File: config.mk
export PLATFORM = sky130hd
export DESIGN_NAME = rxdesc_dma
export DESIGN_NICKNAME = d
export VERILOG_FILES = /design/src/rtl/rxdma_pkg.sv /design/src/rtl/rxdma_regs.sv /design/src/rtl/rxdma_engine.sv /design/src/rtl/rxdesc_dma.sv
export SDC_FILE = /design/constraint.sdc
export NUM_CORES = 1
export LEC_CHECK = 0
export CAP_MARGIN = 20
export CORE_ASPECT_RATIO = 1.5
export CORE_MARGIN = 2
export CORE_UTILIZATION = 50
export DETAILED_ROUTE_END_ITERATION = 16
export GPL_TIMING_DRIVEN = 0
export HOLD_SLACK_MARGIN = 0.05
export PLACE_DENSITY = 0.78
export SLEW_MARGIN = 10
export SYNTH_ARGS = -nofsm -noshare
export SYNTH_HDL_FRONTEND = slang
export SYNTH_SLANG_ARGS = --single-unit
File: constraint.sdc
create_clock -name clk -period 7.7 [get_ports clk]
set_input_delay 1.54 -clock clk [delete_from_list [all_inputs] [get_ports clk]]
set_output_delay 1.54 -clock clk [all_outputs]
set_load 0.02 [all_outputs]
File: src/rtl/rxdma_pkg.sv
package rxdma_pkg;
    typedef enum logic [2:0] {
        S_IDLE,
        S_RD0,
        S_RD1,
        S_RD2,
        S_MOVE,
        S_WB3,
        S_WB0
    } eng_state_e;

    localparam int unsigned BIT_ACT  = 31;
    localparam int unsigned BIT_END  = 30;
    localparam int unsigned WORD_B   = 4;
    localparam int unsigned DESC_WORDS = 4;
    localparam int unsigned REG_CTRL = 0;
    localparam int unsigned REG_REQ  = 1;
    localparam int unsigned REG_BASE = 2;
endpackage

File: src/rtl/rxdma_regs.sv
module rxdma_regs #(
    parameter int ADDR_W = 32
) (
    input  logic              clk,
    input  logic              rst_n,
    input  logic              reg_we,
    input  logic [1:0]        reg_addr,
    input  logic [31:0]       reg_wdata,
    output logic [31:0]       reg_rdata,
    input  logic              req_clr,
    output logic              srst,
    output logic              en,
    output logic              req,
    output logic [ADDR_W-1:0] base
);
    import rxdma_pkg::*;

    typedef struct packed {
        logic              en;
        logic              req;
        logic [ADDR_W-1:0] base;
    } regs_t;

    regs_t r_q, r_d;
    logic  wr_ctrl, wr_req, wr_base;

    always_comb begin
        wr_ctrl = reg_we && (reg_addr == 2'(REG_CTRL));
        wr_req  = reg_we && (reg_addr == 2'(REG_REQ));
        wr_base = reg_we && (reg_addr == 2'(REG_BASE));
        srst    = wr_ctrl && reg_wdata[0];
        r_d     = r_q;
        if (wr_ctrl) begin
            r_d.en = reg_wdata[1];
        end
        if (wr_req) begin
            r_d.req = reg_wdata[0];
        end else if (req_clr) begin
            r_d.req = 1'b0;
        end
        if (wr_base) begin
            r_d.base = reg_wdata[ADDR_W-1:0];
        end
        if (srst) begin
            r_d = '0;
        end
    end

    always_ff @(posedge clk or negedge rst_n) begin
        if (!rst_n) begin
            r_q <= '0;
        end else begin
            r_q <= r_d;
        end
    end

    always_comb begin
        case (reg_addr)
            2'(REG_CTRL): reg_rdata = {30'b0, r_q.en, 1'b0};
            2'(REG_REQ):  reg_rdata = {31'b0, r_q.req};
            2'(REG_BASE): reg_rdata = 32'(r_q.base);
            default:      reg_rdata = 32'b0;
        endcase
    end

    assign en   = r_q.en;
    assign req  = r_q.req;
    assign base = r_q.base;
endmodule

File: src/rtl/rxdma_engine.sv
module rxdma_engine #(
    parameter int ADDR_W = 32,
    parameter int LEN_W  = 16,
    parameter int STAT_W = 16
) (
    input  logic              clk,
    input  logic              rst_n,
    input  logic              srst,
    input  logic              en,
    input  logic              req,
    input  logic [ADDR_W-1:0] base,
    output logic              mem_req,
    output logic              mem_we,
    output logic [ADDR_W-1:0] mem_addr,
    output logic [31:0]       mem_wdata,
    input  logic              mem_ready,
    input  logic [31:0]       mem_rdata,
    input  logic              fifo_valid,
    input  logic [31:0]       fifo_data,
    input  logic              fifo_eof,
    input  logic [STAT_W-1:0] fifo_status,
    output logic              fifo_pop,
    output logic              req_clr
);
    import rxdma_pkg::*;

    localparam logic [ADDR_W-1:0] OFS_W1  = ADDR_W'(WORD_B);
    localparam logic [ADDR_W-1:0] OFS_W2  = ADDR_W'(2 * WORD_B);
    localparam logic [ADDR_W-1:0] OFS_W3  = ADDR_W'(3 * WORD_B);
    localparam logic [ADDR_W-1:0] STRIDE  = ADDR_W'(DESC_WORDS * WORD_B);
    localparam logic [LEN_W-1:0]  CNT_INC = LEN_W'(WORD_B);

    typedef struct packed {
        eng_state_e        st;
        logic [ADDR_W-1:0] ptr;
        logic              ptr_ok;
        logic [ADDR_W-1:0] buf_a;
        logic [LEN_W-1:0]  len;
        logic [LEN_W-1:0]  cnt;
        logic              de;
        logic              fs;
        logic              ls;
        logic              in_frame;
        logic [STAT_W-1:0] stat;
    } eng_t;

    eng_t             q, d;
    logic             go;
    logic             took;
    logic [LEN_W-1:0] cnt_nx;

    always_comb begin
        d         = q;
        mem_req   = 1'b0;
        mem_we    = 1'b0;
        mem_addr  = q.ptr;
        mem_wdata = 32'b0;
        fifo_pop  = 1'b0;
        req_clr   = 1'b0;
        go        = en && fifo_valid && (q.in_frame || req);
        took      = en && mem_ready;
        cnt_nx    = q.cnt + CNT_INC;

        case (q.st)
            S_IDLE: begin
                if (en && req) begin
                    d.st = S_RD0;
                    if (!q.ptr_ok) begin
                        d.ptr    = base;
                        d.ptr_ok = 1'b1;
                    end
                end
            end
            S_RD0: begin
                mem_req  = en;
                mem_addr = q.ptr;
                if (took) begin
                    if (!mem_rdata[BIT_ACT]) begin
                        req_clr = 1'b1;
                        d.st    = S_IDLE;
                    end else begin
                        d.de = mem_rdata[BIT_END];
                        d.st = S_RD1;
                    end
                end
            end
            S_RD1: begin
                mem_req  = en;
                mem_addr = q.ptr + OFS_W1;
                if (took) begin
                    d.len = mem_rdata[LEN_W-1:0];
                    d.st  = S_RD2;
                end
            end
            S_RD2: begin
                mem_req  = en;
                mem_addr = q.ptr + OFS_W2;
                if (took) begin
                    d.buf_a = mem_rdata[ADDR_W-1:0];
                    d.cnt   = '0;
                    d.fs    = !q.in_frame;
                    d.ls    = 1'b0;
                    d.stat  = '0;
                    d.st    = S_MOVE;
                end
            end
            S_MOVE: begin
                mem_req   = go;
                mem_we    = 1'b1;
                mem_addr  = q.buf_a + ADDR_W'(q.cnt);
                mem_wdata = fifo_data;
                if (go && mem_ready) begin
                    fifo_pop = 1'b1;
                    d.cnt    = cnt_nx;
                    if (fifo_eof) begin
                        d.ls       = 1'b1;
                        d.stat     = fifo_status;
                        d.in_frame = 1'b0;
                        d.st       = S_WB3;
                    end else begin
                        d.in_frame = 1'b1;
                        if (cnt_nx >= q.len) begin
                            d.st = S_WB3;
                        end
                    end
                end
            end
            S_WB3: begin
                mem_req   = en;
                mem_we    = 1'b1;
                mem_addr  = q.ptr + OFS_W3;
                mem_wdata = 32'(q.cnt);
                if (took) begin
                    d.st = S_WB0;
                end
            end
            S_WB0: begin
                mem_req   = en;
                mem_we    = 1'b1;
                mem_addr  = q.ptr;
                mem_wdata = {1'b0, q.de, q.fs, q.ls, 12'b0, 16'(q.stat)};
                if (took) begin
                    d.ptr = q.de ? base : (q.ptr + STRIDE);
                    d.st  = S_RD0;
                end
            end
            default: d.st = S_IDLE;
        endcase

        if (srst) begin
            d       = '0;
            d.st    = S_IDLE;
            mem_req = 1'b0;
            fifo_pop = 1'b0;
            req_clr = 1'b0;
        end
    end

    always_ff @(posedge clk or negedge rst_n) begin
        if (!rst_n) begin
            q    <= '0;
            q.st <= S_IDLE;
        end else begin
            q <= d;
        end
    end
endmodule

File: src/rtl/rxdesc_dma.sv
module rxdesc_dma #(
    parameter int ADDR_W = 32,
    parameter int LEN_W  = 16,
    parameter int STAT_W = 16
) (
    input  logic              clk,
    input  logic              rst_n,
    input  logic              reg_we,
    input  logic [1:0]        reg_addr,
    input  logic [31:0]       reg_wdata,
    output logic [31:0]       reg_rdata,
    output logic              mem_req,
    output logic              mem_we,
    output logic [ADDR_W-1:0] mem_addr,
    output logic [31:0]       mem_wdata,
    input  logic              mem_ready,
    input  logic [31:0]       mem_rdata,
    input  logic              fifo_valid,
    input  logic [31:0]       fifo_data,
    input  logic              fifo_eof,
    input  logic [STAT_W-1:0] fifo_status,
    output logic              fifo_pop
);
    logic              ctl_srst;
    logic              ctl_en;
    logic              ctl_req;
    logic              req_clr;
    logic [ADDR_W-1:0] ring_base;

    rxdma_regs #(.ADDR_W(ADDR_W)) u_regs (
        .clk       (clk),
        .rst_n     (rst_n),
        .reg_we    (reg_we),
        .reg_addr  (reg_addr),
        .reg_wdata (reg_wdata),
        .reg_rdata (reg_rdata),
        .req_clr   (req_clr),
        .srst      (ctl_srst),
        .en        (ctl_en),
        .req       (ctl_req),
        .base      (ring_base)
    );

    rxdma_engine #(.ADDR_W(ADDR_W), .LEN_W(LEN_W), .STAT_W(STAT_W)) u_eng (
        .clk         (clk),
        .rst_n       (rst_n),
        .srst        (ctl_srst),
        .en          (ctl_en),
        .req         (ctl_req),
        .base        (ring_base),
        .mem_req     (mem_req),
        .mem_we      (mem_we),
        .mem_addr    (mem_addr),
        .mem_wdata   (mem_wdata),
        .mem_ready   (mem_ready),
        .mem_rdata   (mem_rdata),
        .fifo_valid  (fifo_valid),
        .fifo_data   (fifo_data),
        .fifo_eof    (fifo_eof),
        .fifo_status (fifo_status),
        .fifo_pop    (fifo_pop),
        .req_clr     (req_clr)
    );
endmodule

==> metrics.md <==
| Metric | Value |
|---|---|
| Hold EP | u_eng.q[84]$_DFFE_PN0P_ |
| Core Util, Final | 66.0% |
| Reg-to-reg startpoint | u_eng.q[22]$_DFFE_PN0P_ |
| Max_cap viols | 0 |
| DRT iter0 DRCs | 1073 |
| FF-to-FF End | u_eng.q[117]$_DFFE_PN0P_ |
| DRC Markers | 0 |
| Sink Count | 152 |
| Reg2Reg Depth | 13 |
| Worst-path maximum fanout | 7 |
| Startpoint types | flop |
| Die height | 184 µm |
| Total GRT Usage | 38.4% |
| Per-cell routed wire length | 22.4 µm |
| Fmax | 171 MHz |
| Worst R2R Setup Slack | 4440 ps |
| VDD IR max | 0.162 mV |
| Initial antenna violation count | 1 |
| Async set-reset flop share out of synthesis | 100% |
| Least-Margin Pin Slew | 1040 ps |
| Seq/Total Area, Yosys | 35.2% |
| # IOs | 219 |
| Postcts setup bufs | 0 |
| Minimum clock period | 5860 ps |
| Critical Path AT | 4320 ps |
| Pin count of the biggest net entering global routing | 99 |
| RD Place Congestion | 1.01 |
| Crit. End Element | primary output |
| Pins over their slew limit | 0 |
| Die Wd | 124 µm |
| Rows | 65 |
| Layout cells sized above 1 | 4.03% |
| Hold Path Depth | 2 |
| CTS clock-pin slew for the worst setup and hold paths | 60 ps |
| Cells after Synth | 1412 |
| CORE AREA | 0.0211 mm² |
| Worst hold slack | 493 ps |
| Hold Crit Start | u_eng.q[84]$_DFFE_PN0P_ |
| Dpl cell area | 0.0134 mm² |
| Max Clock Skew | 14.3 ps |
| Area Overhead vs Synth | 29.2% |
| Post-synthesis cell type count | 76 |
| Die area | 0.0228 mm² |
| Vias after detailed routing | 12000 |
| Antenna Violating Nets Remaining | 0 |
| Initial core utilization | 51.1% |
| CP Class | reg -> out |
| Clock Latency Late Sink | 450 ps |
| Path type of the worst min-delay path | reg -> reg |
| CTS H-Tree Depth | 4 |
| # port buffers | 218 |
| Gr ovfl total | 0 |
| Slew Limit Headroom | 29.9% |
| Flops & latches, synth | 152 |
| Design Area, Final | 0.0140 mm² |
| First-pass GRT wire length | 65800 µm |
| Worst Setup SP | u_eng.q[118]$_DFFE_PN0P_ |
| Post-synth EDFFs | 0 |
| Routed wire length | 43200 µm |
| Final setup violating endpoints | 0 |
| Unrepaired setup endpoints after global routing | false |
| Power Dens Cells | 237 mW/mm² |
| Final setup TNS | 0 ps |
| TritonCTS clock tree | yes |
| TritonCTS Buffers | 17 |
| Post-DP HPWL | 34000 µm |
| Syn Nets | 1566 |
| Root buf cell | clkbuf_16 |
| Top FF cell, synth | dfrtp_1 |
| P_leak | 5.68 nW |
| Status | complete, no violations |
| Drt pass-1 iters | 6 |
| Post-cts resize count | 0 |
| Vias per cell | 6.21 |
| Ys Warns | 0 |
| Vias in the first global route | 11835 |
| Period utilization | 76.1% |
| CTS Hold Bufs | 0 |
| N_diodes | 0 |
| Clock buffer depth | 2 |
| Mapped Area | 0.0108 mm² |
| Critical Path RT | 6160 ps |
| Fillers | 1833 |
| Mapped Avg Cell Area | 7.66 µm² |
| Net count, final | 1804 |
| Top post-synthesis cells by area | dfrtp_1 (35%), nand2_1 (9.3%), a21oi_1 (7.5%) |
| Largest area contributor in the netlist | dfrtp_1 |
| Hold Violations, Final | 0 |
| Share of the synthesized area in the top cell type | 35.2% |
## cell type report
type | instances | area (µm²) | share of cell area [%]
clock inverter | 13 | 169 | 1.21
clock buffer | 19 | 433 | 3.10
inverter | 26 | 97.6 | 0.699
multi-input combinational | 1132 | 6500 | 46.6
buffer | 102 | 405 | 2.90
timing repair buffer | 219 | 2210 | 15.9
tap | 268 | 335 | 2.40
sequential | 152 | 3800 | 27.2
## placed cells by master, fill, tap and decap left out, types with 9 or more instances in the layout
| cell | n |
|---|---|
| clkbuf_16 | 17 |
| buf_2 | 11 |
| xnor2_1 | 26 |
| xor2_1 | 23 |
| nand2_1 | 267 |
| o21ai_0 | 90 |
| a21oi_1 | 162 |
| o22ai_1 | 12 |
| nor4_1 | 9 |
| nor3_1 | 25 |
| o221ai_1 | 11 |
| a21o_1 | 12 |
| nor2_1 | 138 |
| mux2i_1 | 22 |
| a211oi_1 | 20 |
| a22o_1 | 23 |
| and4_1 | 10 |
| inv_1 | 26 |
| and2_1 | 38 |
| nand4_1 | 11 |
| and3_1 | 30 |
| a22oi_1 | 15 |
| ha_1 | 33 |
| clkbuf_1 | 82 |
| clkdlybuf4s50_1 | 217 |
| dfrtp_1 | 152 |
| nand3_1 | 35 |
## kinds of logic after synthesis
| group | after synthesis | synth area share (%) |
|---|---|---|
| buffers and inverters | 128 | 4.65 |
| multiplexers | 26 | 2.45 |
| other | 1 | 0.0347 |
| adder cells (fa/ha/maj) | 34 | 4.00 |
| AO/OA/AOI/OAI | 411 | 23.4 |
| AND/OR/NAND/NOR | 611 | 26.4 |
| flip-flops | 152 | 35.2 |
| XOR/XNOR | 49 | 3.97 |
## worst max-delay path by stage
stage / end / slack [ps] / depth (start not counted)
2_1_floorplan: mem_addr[18] / 3210 / 12
3_3_place_gp: u_eng.q[77]$_DFFE_PN0P_ / -1180 / 1
3_5_place_dp: fifo_pop / 2220 / 7
4_1_cts: mem_addr[30] / 1850 / 13
5_1_grt: mem_addr[30] / 1650 / 13
6_report: mem_addr[30] / 1840 / 13
## critical path, cell delays in order (launching register included)
cell and delay (ps):
dfrtp_1 440, nand2b_1 170, clkbuf_1 190, nor2_2 230, inv_1 90, fa_1 490, or3_1 390, buf_2 170
mux2_2 290, or3_1 310, o311a_1 210, o21ai_1 160, o221ai_1 150, clkdlybuf4s50_1 590
## per-stage QoR
step	worst slack, ps	instances	power [W]
5_1_grt	1650	1931	0.00345
4_1_cts	1850	1931	0.00328
3_3_place_gp	-1180	1898	0.00238
3_5_place_dp	2220	1899	0.00240
2_1_floorplan	3210	1412	0.00182
6_report	1840	1931	0.00330
## state kept, by name, indices dropped and copies added, names as in the netlist
| register | count |
|---|---|
| u_regs.en | 1 |
| u_regs.req | 1 |
| u_regs.base | 32 |
| u_eng.q | 118 |
## metal layers
| metal | part of all wire, % | global-route usage [%] |
|---|---|---|
| met1 | 35 | 41.0 |
| met2 | 51 | 67.7 |
| met3 | 6.5 | 6.37 |
| met4 | 7.6 | 26.3 |
| met5 | 0.030 | 0 |
## synth_stat cells, drive strengths merged (12+ instances only)
| library cell | n |
|---|---|
| inv | 26 |
| nand4 | 13 |
| nand3 | 36 |
| a21o | 12 |
| xor2 | 23 |
| dfrtp | 152 |
| mux2i | 22 |
| nor2 | 139 |
| nor3 | 29 |
| a21oi | 162 |
| and2 | 38 |
| ha | 33 |
| and3 | 30 |
| xnor2 | 26 |
| buf | 21 |
| a211oi | 20 |
| o21ai | 95 |
| clkbuf | 81 |
| a22o | 23 |
| o22ai | 12 |
| a22oi | 15 |
| nand2 | 268 |
## power breakdown
part	internal, W	leakage (nW)	switching (W)
Sequential	0.000923	2.07	0.000130
Combinational	0.000535	3.33	0.000838
Clock	0.000513	0.281	0.000365
Total	0.00197	5.68	0.00133
No activity file was read; power rests on OpenSTA's default activity.
